**src/rtl/wdog_pkg.sv**
```systemverilog
package wdog_pkg;
  localparam int ADDR_W = 3;

  localparam logic [ADDR_W-1:0] WA_CTRL  = 3'd0;
  localparam logic [ADDR_W-1:0] WA_OFFS  = 3'd1;
  localparam logic [ADDR_W-1:0] WA_DLO   = 3'd2;
  localparam logic [ADDR_W-1:0] WA_DHI   = 3'd3;
  localparam logic [ADDR_W-1:0] WA_IDENT = 3'd7;
  localparam logic [ADDR_W-1:0] WA_KICK  = 3'd0;

  typedef struct packed {
    logic ctrl;
    logic offs;
    logic dlo;
    logic dhi;
    logic kick;
  } wstb_t;

  function automatic logic [31:0] ident_word(input logic [15:0] ver,
                                             input logic [3:0]  cont,
                                             input logic [7:0]  idc);
    return {ver, 4'b0000, cont, idc};
  endfunction
endpackage

```
**src/rtl/wdog_decode.sv**
```systemverilog
module wdog_decode
  import wdog_pkg::*;
(
  input  logic              valid,
  input  logic              write,
  input  logic              frame,
  input  logic [ADDR_W-1:0] addr,
  output wstb_t             wstb,
  output logic              rd_en
);
  logic wr_ctl_frame;
  logic wr_kick_frame;

  always_comb begin
    wr_ctl_frame  = valid & write & ~frame;
    wr_kick_frame = valid & write & frame;
    wstb.ctrl = wr_ctl_frame & (addr == WA_CTRL);
    wstb.offs = wr_ctl_frame & (addr == WA_OFFS);
    wstb.dlo  = wr_ctl_frame & (addr == WA_DLO);
    wstb.dhi  = wr_ctl_frame & (addr == WA_DHI);
    wstb.kick = wr_kick_frame & (addr == WA_KICK);
    rd_en     = valid & ~write;
  end
endmodule

```
**src/rtl/wdog_timer.sv**
```systemverilog
module wdog_timer
  import wdog_pkg::*;
#(
  parameter int DW = 32,
  parameter int CW = 2 * DW
) (
  input  logic          clk,
  input  logic          rst_n,
  input  logic [CW-1:0] sys_cnt,
  input  wstb_t         wstb,
  input  logic [DW-1:0] wdata,
  output logic          en_q,
  output logic [DW-1:0] off_q,
  output logic [CW-1:0] cmp_q,
  output logic          st0_q,
  output logic          st1_q
);
  logic          lock;
  logic          ctl_wr;
  logic          en_d;
  logic          en_rise;
  logic          stop;
  logic          off_wr;
  logic [DW-1:0] off_d;
  logic          reload;
  logic          due;
  logic [CW-1:0] deadline;
  logic          cmp_ld;
  logic [CW-1:0] cmp_d;
  logic          st0_d;
  logic          st1_d;

  // next-state logic
  always_comb begin
    lock     = st1_q;
    ctl_wr   = wstb.ctrl & ~lock;
    en_d     = ctl_wr ? wdata[0] : en_q;
    en_rise  = ctl_wr & wdata[0] & ~en_q;
    stop     = ctl_wr & ~wdata[0];
    off_wr   = wstb.offs & ~lock;
    off_d    = off_wr ? wdata : off_q;
    reload   = (wstb.kick | off_wr | en_rise) & ~lock;
    due      = en_q & (sys_cnt >= cmp_q);
    deadline = sys_cnt + {{(CW-DW){1'b0}}, off_d};
    cmp_ld   = reload | wstb.dlo | wstb.dhi | (due & ~st0_q);

    if (reload)         cmp_d = deadline;
    else if (wstb.dlo)  cmp_d = {cmp_q[CW-1:DW], wdata};
    else if (wstb.dhi)  cmp_d = {wdata, cmp_q[DW-1:0]};
    else                cmp_d = deadline;

    if (stop || reload)        st0_d = 1'b0;
    else if (due && !st0_q)    st0_d = 1'b1;
    else                       st0_d = st0_q;

    if (stop || reload)        st1_d = 1'b0;
    else if (due && st0_q)     st1_d = 1'b1;
    else                       st1_d = st1_q;
  end

  // registers
  always_ff @(posedge clk or negedge rst_n) begin
    if (!rst_n) begin
      en_q  <= 1'b0;
      off_q <= '0;
      cmp_q <= '0;
      st0_q <= 1'b0;
      st1_q <= 1'b0;
    end else begin
      if (ctl_wr) en_q  <= en_d;
      if (off_wr) off_q <= off_d;
      if (cmp_ld) cmp_q <= cmp_d;
      st0_q <= st0_d;
      st1_q <= st1_d;
    end
  end

  a_r9_idle_quiet: assert property (@(posedge clk) disable iff (!rst_n)
    !en_q |-> (!st0_q && !st1_q));

  a_r8_stage1_hold: assert property (@(posedge clk) disable iff (!rst_n)
    st1_q |=> (st1_q && st0_q && en_q));

  a_r5_escalate_order: assert property (@(posedge clk) disable iff (!rst_n)
    $rose(st1_q) |-> ($past(st0_q) && st0_q));

  a_r6_kick_clears: assert property (@(posedge clk) disable iff (!rst_n)
    (wstb.kick && !st1_q) |=> !st0_q);

  a_r10_cmp_write_keeps: assert property (@(posedge clk) disable iff (!rst_n)
    ((wstb.dlo || wstb.dhi) && st0_q) |=> st0_q);

  a_r4_reload_on_stage0: assert property (@(posedge clk) disable iff (!rst_n)
    $rose(st0_q) |-> (cmp_q == $past(sys_cnt) + {{(CW-DW){1'b0}}, off_q}));
endmodule

```
**src/rtl/wdog_rdmux.sv**
```systemverilog
module wdog_rdmux
  import wdog_pkg::*;
#(
  parameter int DW = 32,
  parameter int CW = 2 * DW,
  parameter logic [DW-1:0] IDENT = '0
) (
  input  logic              rd_en,
  input  logic              frame,
  input  logic [ADDR_W-1:0] addr,
  input  logic              en,
  input  logic              st0,
  input  logic              st1,
  input  logic [DW-1:0]     off,
  input  logic [CW-1:0]     cmp,
  output logic [DW-1:0]     rdata
);
  always_comb begin
    rdata = '0;
    if (rd_en) begin
      if (!frame) begin
        case (addr)
          WA_CTRL:  rdata = {{(DW-3){1'b0}}, st1, st0, en};
          WA_OFFS:  rdata = off;
          WA_DLO:   rdata = cmp[DW-1:0];
          WA_DHI:   rdata = cmp[CW-1:DW];
          WA_IDENT: rdata = IDENT;
          default:  rdata = '0;
        endcase
      end else begin
        if (addr == WA_IDENT) rdata = IDENT;
      end
    end
  end
endmodule

```
**src/rtl/wdog_two_stage.sv**
```systemverilog
module wdog_two_stage
  import wdog_pkg::*;
#(
  parameter int          DW      = 32,
  parameter logic [15:0] ID_VER  = 16'h0102,
  parameter logic [3:0]  ID_CONT = 4'h3,
  parameter logic [7:0]  ID_CODE = 8'h5A
) (
  input  logic              clk,
  input  logic              rst_n,
  input  logic [2*DW-1:0]   sys_cnt,
  input  logic              bus_valid,
  input  logic              bus_write,
  input  logic              bus_frame,
  input  logic [ADDR_W-1:0] bus_addr,
  input  logic [DW-1:0]     bus_wdata,
  output logic [DW-1:0]     bus_rdata,
  output logic              wd_irq,
  output logic              wd_reset_req
);
  localparam int CW = 2 * DW;
  localparam logic [DW-1:0] IDENT = DW'(ident_word(ID_VER, ID_CONT, ID_CODE));

  wstb_t         wstb;
  logic          rd_en;
  logic          en_q;
  logic [DW-1:0] off_q;
  logic [CW-1:0] cmp_q;
  logic          st0_q;
  logic          st1_q;

  wdog_decode u_dec (
    .valid (bus_valid),
    .write (bus_write),
    .frame (bus_frame),
    .addr  (bus_addr),
    .wstb  (wstb),
    .rd_en (rd_en)
  );

  wdog_timer #(.DW(DW), .CW(CW)) u_tmr (
    .clk     (clk),
    .rst_n   (rst_n),
    .sys_cnt (sys_cnt),
    .wstb    (wstb),
    .wdata   (bus_wdata),
    .en_q    (en_q),
    .off_q   (off_q),
    .cmp_q   (cmp_q),
    .st0_q   (st0_q),
    .st1_q   (st1_q)
  );

  wdog_rdmux #(.DW(DW), .CW(CW), .IDENT(IDENT)) u_rd (
    .rd_en (rd_en),
    .frame (bus_frame),
    .addr  (bus_addr),
    .en    (en_q),
    .st0   (st0_q),
    .st1   (st1_q),
    .off   (off_q),
    .cmp   (cmp_q),
    .rdata (bus_rdata)
  );

  assign wd_irq       = st0_q;
  assign wd_reset_req = st1_q;

  a_r9_outputs_low_when_off: assert property (@(posedge clk) disable iff (!rst_n)
    !en_q |-> (!wd_irq && !wd_reset_req));

  a_r8_reset_req_sticky: assert property (@(posedge clk) disable iff (!rst_n)
    wd_reset_req |=> (wd_reset_req && wd_irq));
endmodule

```
**config.mk**
```make
export PLATFORM = sky130hd
export DESIGN_NAME = wdog_two_stage
export DESIGN_NICKNAME = d
export VERILOG_FILES = /design/src/rtl/wdog_pkg.sv /design/src/rtl/wdog_decode.sv /design/src/rtl/wdog_timer.sv /design/src/rtl/wdog_rdmux.sv /design/src/rtl/wdog_two_stage.sv
export SDC_FILE = /design/constraint.sdc
export NUM_CORES = 1
export LEC_CHECK = 0
export ABC_AREA = 1
export BUFFER_PORTS_ARGS = -buffer_cell sky130_fd_sc_hd__buf_2
export CORE_MARGIN = 3
export CORE_UTILIZATION = 55
export DETAILED_ROUTE_END_ITERATION = 10
export GPL_TIMING_DRIVEN = 0
export HOLD_SLACK_MARGIN = 0.03
export PLACE_DENSITY = 0.77
export SKIP_LAST_GASP = 1
export SYNTH_ARGS = -nofsm -noshare
export SYNTH_HDL_FRONTEND = slang
export SYNTH_HIERARCHICAL = 1
export SYNTH_SLANG_ARGS = --single-unit
```
**constraint.sdc**
```tcl
create_clock -name clk -period 3.4 [get_ports clk]
set_clock_uncertainty 0.15 [all_clocks]
set_input_delay 0.51 -clock clk [delete_from_list [all_inputs] [get_ports clk]]
set_output_delay 0.51 -clock clk [all_outputs]
set_load 0.1 [all_outputs]
```
* After elaboration in Yosys (flattened, before gate mapping) *
Index checks and enable logic that the tools add are counted.

storage, ports and cells
  register bits = 99
  input bits = 104
  output and inout bits = 34

cells by class
  add/subtract/negate cells = 1
  $lt $le $gt $ge = 1
  equal/unequal tests = 6
  multiplexer cells = 12
  bitwise gates (word level) = 28
  reduce and logical (&&, ||, !) cells = 9

operators with widths
  operator                                                                number
  64-bit two-way mux                                                      3
  32-bit one-hot mux with 5 select lines                                  1
  32-bit two-way mux                                                      3
  64-bit by 32-bit adder with 64-bit output                               1
  64-bit >= comparator                                                    1
  25-bit two-way mux                                                      1
  1-bit bitwise AND                                                       17
  3-bit by 2-bit equality test with 1-bit output (second input constant)  2
  1-bit NOT                                                               6
  1-bit bitwise OR                                                        5
  1-bit two-way mux                                                       4
  2-bit AND reduction                                                     2
  2-bit nonzero test                                                      2
  3-bit by 1-bit equality test with 1-bit output (second input constant)  1
  3-bit equality test (second input constant)                             1
  3-bit logical NOT                                                       1
  3-bit by 2-bit != test with 1-bit output (second input constant)        1
  1-bit logical AND                                                       2
  2-bit != test (second input constant)                                   1
  1-bit logical NOT                                                       1
  1-bit logical OR                                                        1

* Depth between registers and ports, before layout *
  depth after elaboration = 12
  depth in mapped cells = 27

* Modules after synthesis *
Netlist, hierarchy kept.

modules (own cells, without submodules)
  module       times used  cells each  area an instance (um^2)  sequential area each (um^2)
  wdog_timer   1           1828        10767.8                  2477.4
  wdog_rdmux   1           248         1032.2                   0.0
  wdog_decode  1           18          78.8                     0.0

* Worst setup path after synthesis *
OpenSTA, ideal clock, no wires.

  kind = register to register
  start point = register u_tmr.st1_q
  end point = register u_tmr.cmp_q[48]
  setup time = 0.116 ns
  data arrival time = 3.550 ns
  data required time = 3.134 ns
  setup slack = -0.417 ns
  cell stages (with the launch flop) = 22
  buffers on the path = 2
  period minus slack after synthesis = 3.817 ns
  path through = dfrtp_1 inv_1 nand2_1 clkbuf_1 clkbuf_1 o21ai_0 ha_1 fa_1 nand3_1 nand3_1 nand2_1 nand2_1 nand2_1 nand3_1 nand2_1 nand2_1 nand2_1 nand2_1 nand3_1 nand2_1 nand2_1 nand2_1

between the ends
  elaborated cells on any way between the ends = 18

RTL lines
  element                                      line              source
  start: declaration                           wdog_timer.sv:16  output logic st1_q
  start signal: assignment                     wdog_timer.sv:74  st1_q <= st1_d;
  1-bit NOT *                                  wdog_timer.sv:40  off_wr = wstb.offs & ~lock;
  1-bit bitwise AND *                          wdog_timer.sv:40
  32-bit two-way mux *                         wdog_timer.sv:41  off_d = off_wr ? wdata : off_q;
  named net u_tmr.off_d[0]                     wdog_timer.sv:24  logic [DW-1:0] off_d;
  64-bit by 32-bit adder with 64-bit output *  wdog_timer.sv:44  deadline = sys_cnt + {{(CW-DW){1'b0}}, off_d};
  64-bit two-way mux                           wdog_timer.sv:49  else if (wstb.dhi) cmp_d = {wdata, cmp_q[DW-1:0]};
  64-bit two-way mux                           wdog_timer.sv:48  else if (wstb.dlo) cmp_d = {cmp_q[CW-1:DW], wdata};
  64-bit two-way mux *                         wdog_timer.sv:47  if (reload) cmp_d = deadline;
  end signal: assignment                       wdog_timer.sv:72  if (cmp_ld) cmp_q <= cmp_d;
  end: declaration                             wdog_timer.sv:14  output logic [CW-1:0] cmp_q,

Mark *: on every way through the listed nets, which the timed path passes. The rest lies on a longest branch. The select of a mux whose other input is x is not followed.
A chain may end at the register's enable or synchronous reset.

==> impl_metrics.tcl <==
set metrics [dict create \
    port_buffers 137 \
    synthFlopType "dfrtp_1" \
    cts-root-buf "clkbuf_16" \
    rows 53 \
    p_seq_share_pct 36.3 \
    hold_class "in -> reg" \
    combPwrFrac_pct 39.6 \
    p_int_mw 2.58 \
    swShare_pct 43.2 \
    finalCritPeriodShare_pct 102 \
    status "finished, violations left" \
    fin_ws_ns -0.0562 \
    cts_buffer_depth 2 \
    worstPathArrival_ns 3.55 \
    vias 15300 \
    critical_path.max_fanout 10 \
    rr_endpoint "u_tmr/cmp_q[39]$_DFFE_PN0P_" \
    cts_num_sinks 99 \
    first_iter_violations 2037 \
    clk_latency_ns 0.36 \
    wl_met2_um 23000 \
    htree_levels 3 \
    synth_top_area_share_pct 24.9 \
    dpl.hpwl_um 42800 \
    violations "negative setup slack" \
    syn-mean-instance-area_um2 5.67 \
    finalNonFillerCells 2570 \
    rsz0062_at_grt "yes" \
    drc 0 \
    synth-async-reset-ratio_pct 100 \
    globalplace.congestion 1.09 \
    final_nets 2491 \
    grt_max_degree 58 \
    syn_area_um2 11900 \
    die_w_um 153 \
    synth_seq_area_share_pct 20.9 \
    p_clk_share_pct 24.1 \
    cp-end-kind "flip-flop" \
    wl_met3_um 7660 \
    fin_crit_ns 3.46 \
    placed_cells 2507 \
    yosys.area.top_type "nand2_1" \
    max_freq_mhz 289 \
    hold_viol_final 0 \
    routedWlPerCell_um 21.4 \
    fp.dieH_um 153 \
    setup_viol 5 \
    placed_area_um2 12900 \
    hp-start "bus_wdata[29]" \
    grt_pass1_vias 13800 \
    leakage_nw 8.23 \
    antenna_found_initial 1 \
    cp.required_ns 3.50 \
    reg2reg_depth 20 \
    drive_gt1_share_pct 19.1 \
    synthCells 2094 \
    ant_nets 0 \
    worstReg2RegStart "u_tmr/st1_q$_DFFE_PN0P_" \
    wl_um 55000 \
    timing.hold.ws_ns 0.340 \
    start_util_pct 56.2 \
    drv_cap 0 \
    tightestPinTransition_ns 0.906 \
    synth.most_common_cell "nand2_1" \
    start_kind "input pin" \
    ys_top_cells_by_count "788 x nand2_1, 372 x inv_1, 182 x nand3_1" \
    cts_buffers 9 \
    top_level_ports 138 \
    slew_headroom_pct 39.6 \
    fill_cells 1966 \
    viasPerCell 5.93 \
    grt_pass1_wl_um 78700 \
    ys_warn_count 6 \
    grt.total_usage_pct 44.2 \
    core_um2 21200 \
    slew_violations 0 \
    ff2ff_setup_slack_ns 0 \
    wl_met1_um 20300 \
    yosys_register_bits 99 \
    syn_nets 2296 \
    highest_layer "met5" \
    powerDensity_nw_per_um2 313 \
    setup_tns_ns -0.135 \
    synth_cell_type_count 42 \
    synth_area_leaders "nand2_1 25%, dfrtp_1 21%, inv_1 12%" \
    netSwitchingPower_mw 1.96 \
    ir_worst_vdd_v 0.000252 \
    gr-total-overflow 0 \
    hold_depth 2 \
    power_mw 4.55 \
    fin_area_um2 14500 \
    synth_edf_count 0 \
    clk_pin_slew_ns 0.07 \
    die-area_um2 23400 \
    first_pass_iters 6 \
    worstHoldEndpoint "u_tmr/off_q[29]$_DFFE_PN0P_" \
    syn2layout_area_growth_pct 22.2 \
    crit_start "bus_addr[1]" \
    cts_tree "done" \
    path_class "in -> reg" \
]
-- cell families (layout without fill, tap and decap cells) --
family	Yosys count	count (layout)	share of synthesized area, %
mux	4	4	0.379
xor+xnor	24	24	1.77
compound gates	197	197	8.93
buf+inv	441	641	14.8
fa+ha+maj	98	98	10.4
simple gates	1231	1231	42.9
other cells	0	1	0
flops	99	99	20.9
-- routing by layer --
| layer | up-vias | GRT usage, % |
|---|---|---|
| li1 | 6886 | - |
| met1 | 6844 | 58.7 |
| met2 | 1256 | 66.8 |
| met3 | 262 | 10.7 |
| met4 | 2 | 23.7 |
| met5 | - | 0 |
-- worst max-delay path by stage --
stage	to	slack, ns	depth (start not counted)
3_3_place_gp	u_tmr/cmp_q[54]$_DFFE_PN0P_	-1.10	25
6_report	u_tmr/cmp_q[39]$_DFFE_PN0P_	-0.06	23
5_1_grt	u_tmr/cmp_q[53]$_DFFE_PN0P_	-0.09	26
4_1_cts	u_tmr/cmp_q[22]$_DFFE_PN0P_	-0.006	22
2_1_floorplan	bus_rdata[14]	0.03	9
3_5_place_dp	u_tmr/cmp_q[48]$_DFFE_PN0P_	-1.18	25
-- repair_timing --
item	4_1_cts	5_1_grt
hold endpoints to repair	12	0
resized for setup	74	216
setup buffers	15	29
pin swaps	17	75
endpoints found under the setup margin	58	47
hold buffers	1	0
gates cloned	0	1
-- area by class of cell --
type                       instances  area (um^2)  share of cell area, %
sequential                        99         2480                   17.1
antenna                            1         2.50                 0.0172
timing repair buffer             184         1100                   7.55
clock inverter                     4         32.5                  0.224
multi-input combinational       1554         8470                   58.4
tap                              275          344                   2.37
inverter                         391         1470                   10.1
clock buffer                      12          256                   1.77
buffer                            50          357                   2.46
-- metrics by stage --
step                      worst slack, ns  utilization, %
after global routing              -0.0880            68.6
final                             -0.0562            68.6
after global placement              -1.10            61.0
after detailed placement            -1.18            61.2
after floorplan                    0.0276               -
after CTS                        -0.00608            64.1
-- registers in the layout, summed over array words and instances (netlist names) --
register and cells:
u_tmr/off_q 32, u_tmr/cmp_q 64, u_tmr/st1_q 1, u_tmr/st0_q 1, u_tmr/en_q 1
-- cells in the final DEF, fill, tap and decap left out, types with 17 or more instances in the layout --
cell / netlist / final
buf_2: 13 / 146
nor2_1: 180 / 144
inv_1: 372 / 366
nand3_1: 182 / 167
o21ai_1: 1 / 25
a21oi_1: 57 / 47
nor2_2: 3 / 27
ha_1: 97 / 78
nand2_2: 3 / 49
nor3_1: 22 / 18
nand4_1: 21 / 21
o21ai_0: 101 / 64
nand2_4: 3 / 18
dfrtp_1: 99 / 98
o22ai_1: 25 / 25
nand2_1: 788 / 727
inv_2: 11 / 17
buf_4: 7 / 54
xnor2_1: 24 / 23
-- power groups by stage --
stage / Sequential (mW) / Clock [mW] / Combinational [mW]
CTS: 1.64 / 1.10 / 1.64
finish: 1.65 / 1.10 / 1.80
floorplan: 1.58 / 0 / 1.08
global route: 1.67 / 1.14 / 1.98
detailed placement: 1.66 / 0 / 1.60
global placement: 1.65 / 0 / 1.52
-- critical path: stages --
cell and delay (ns):
buf_4 0.15, nor2_1 0.09, nand2_1 0.07, nor2_2 0.16, nand2_2 0.14, clkbuf_16 0.19, buf_12 0.14, nand2_2 0.06
o21ai_1 0.08, ha_1 0.39, nand2_2 0.15, nor2_4 0.16, nand2_2 0.12, inv_1 0.09, nand3_1 0.08, nand3b_1 0.27
nand2_2 0.20, nand2_1 0.10, nand2_1 0.07, nand3_1 0.07, nand3_1 0.09, nand2_1 0.10, nand2_1 0.05
(Power assumes the default switching activity.)
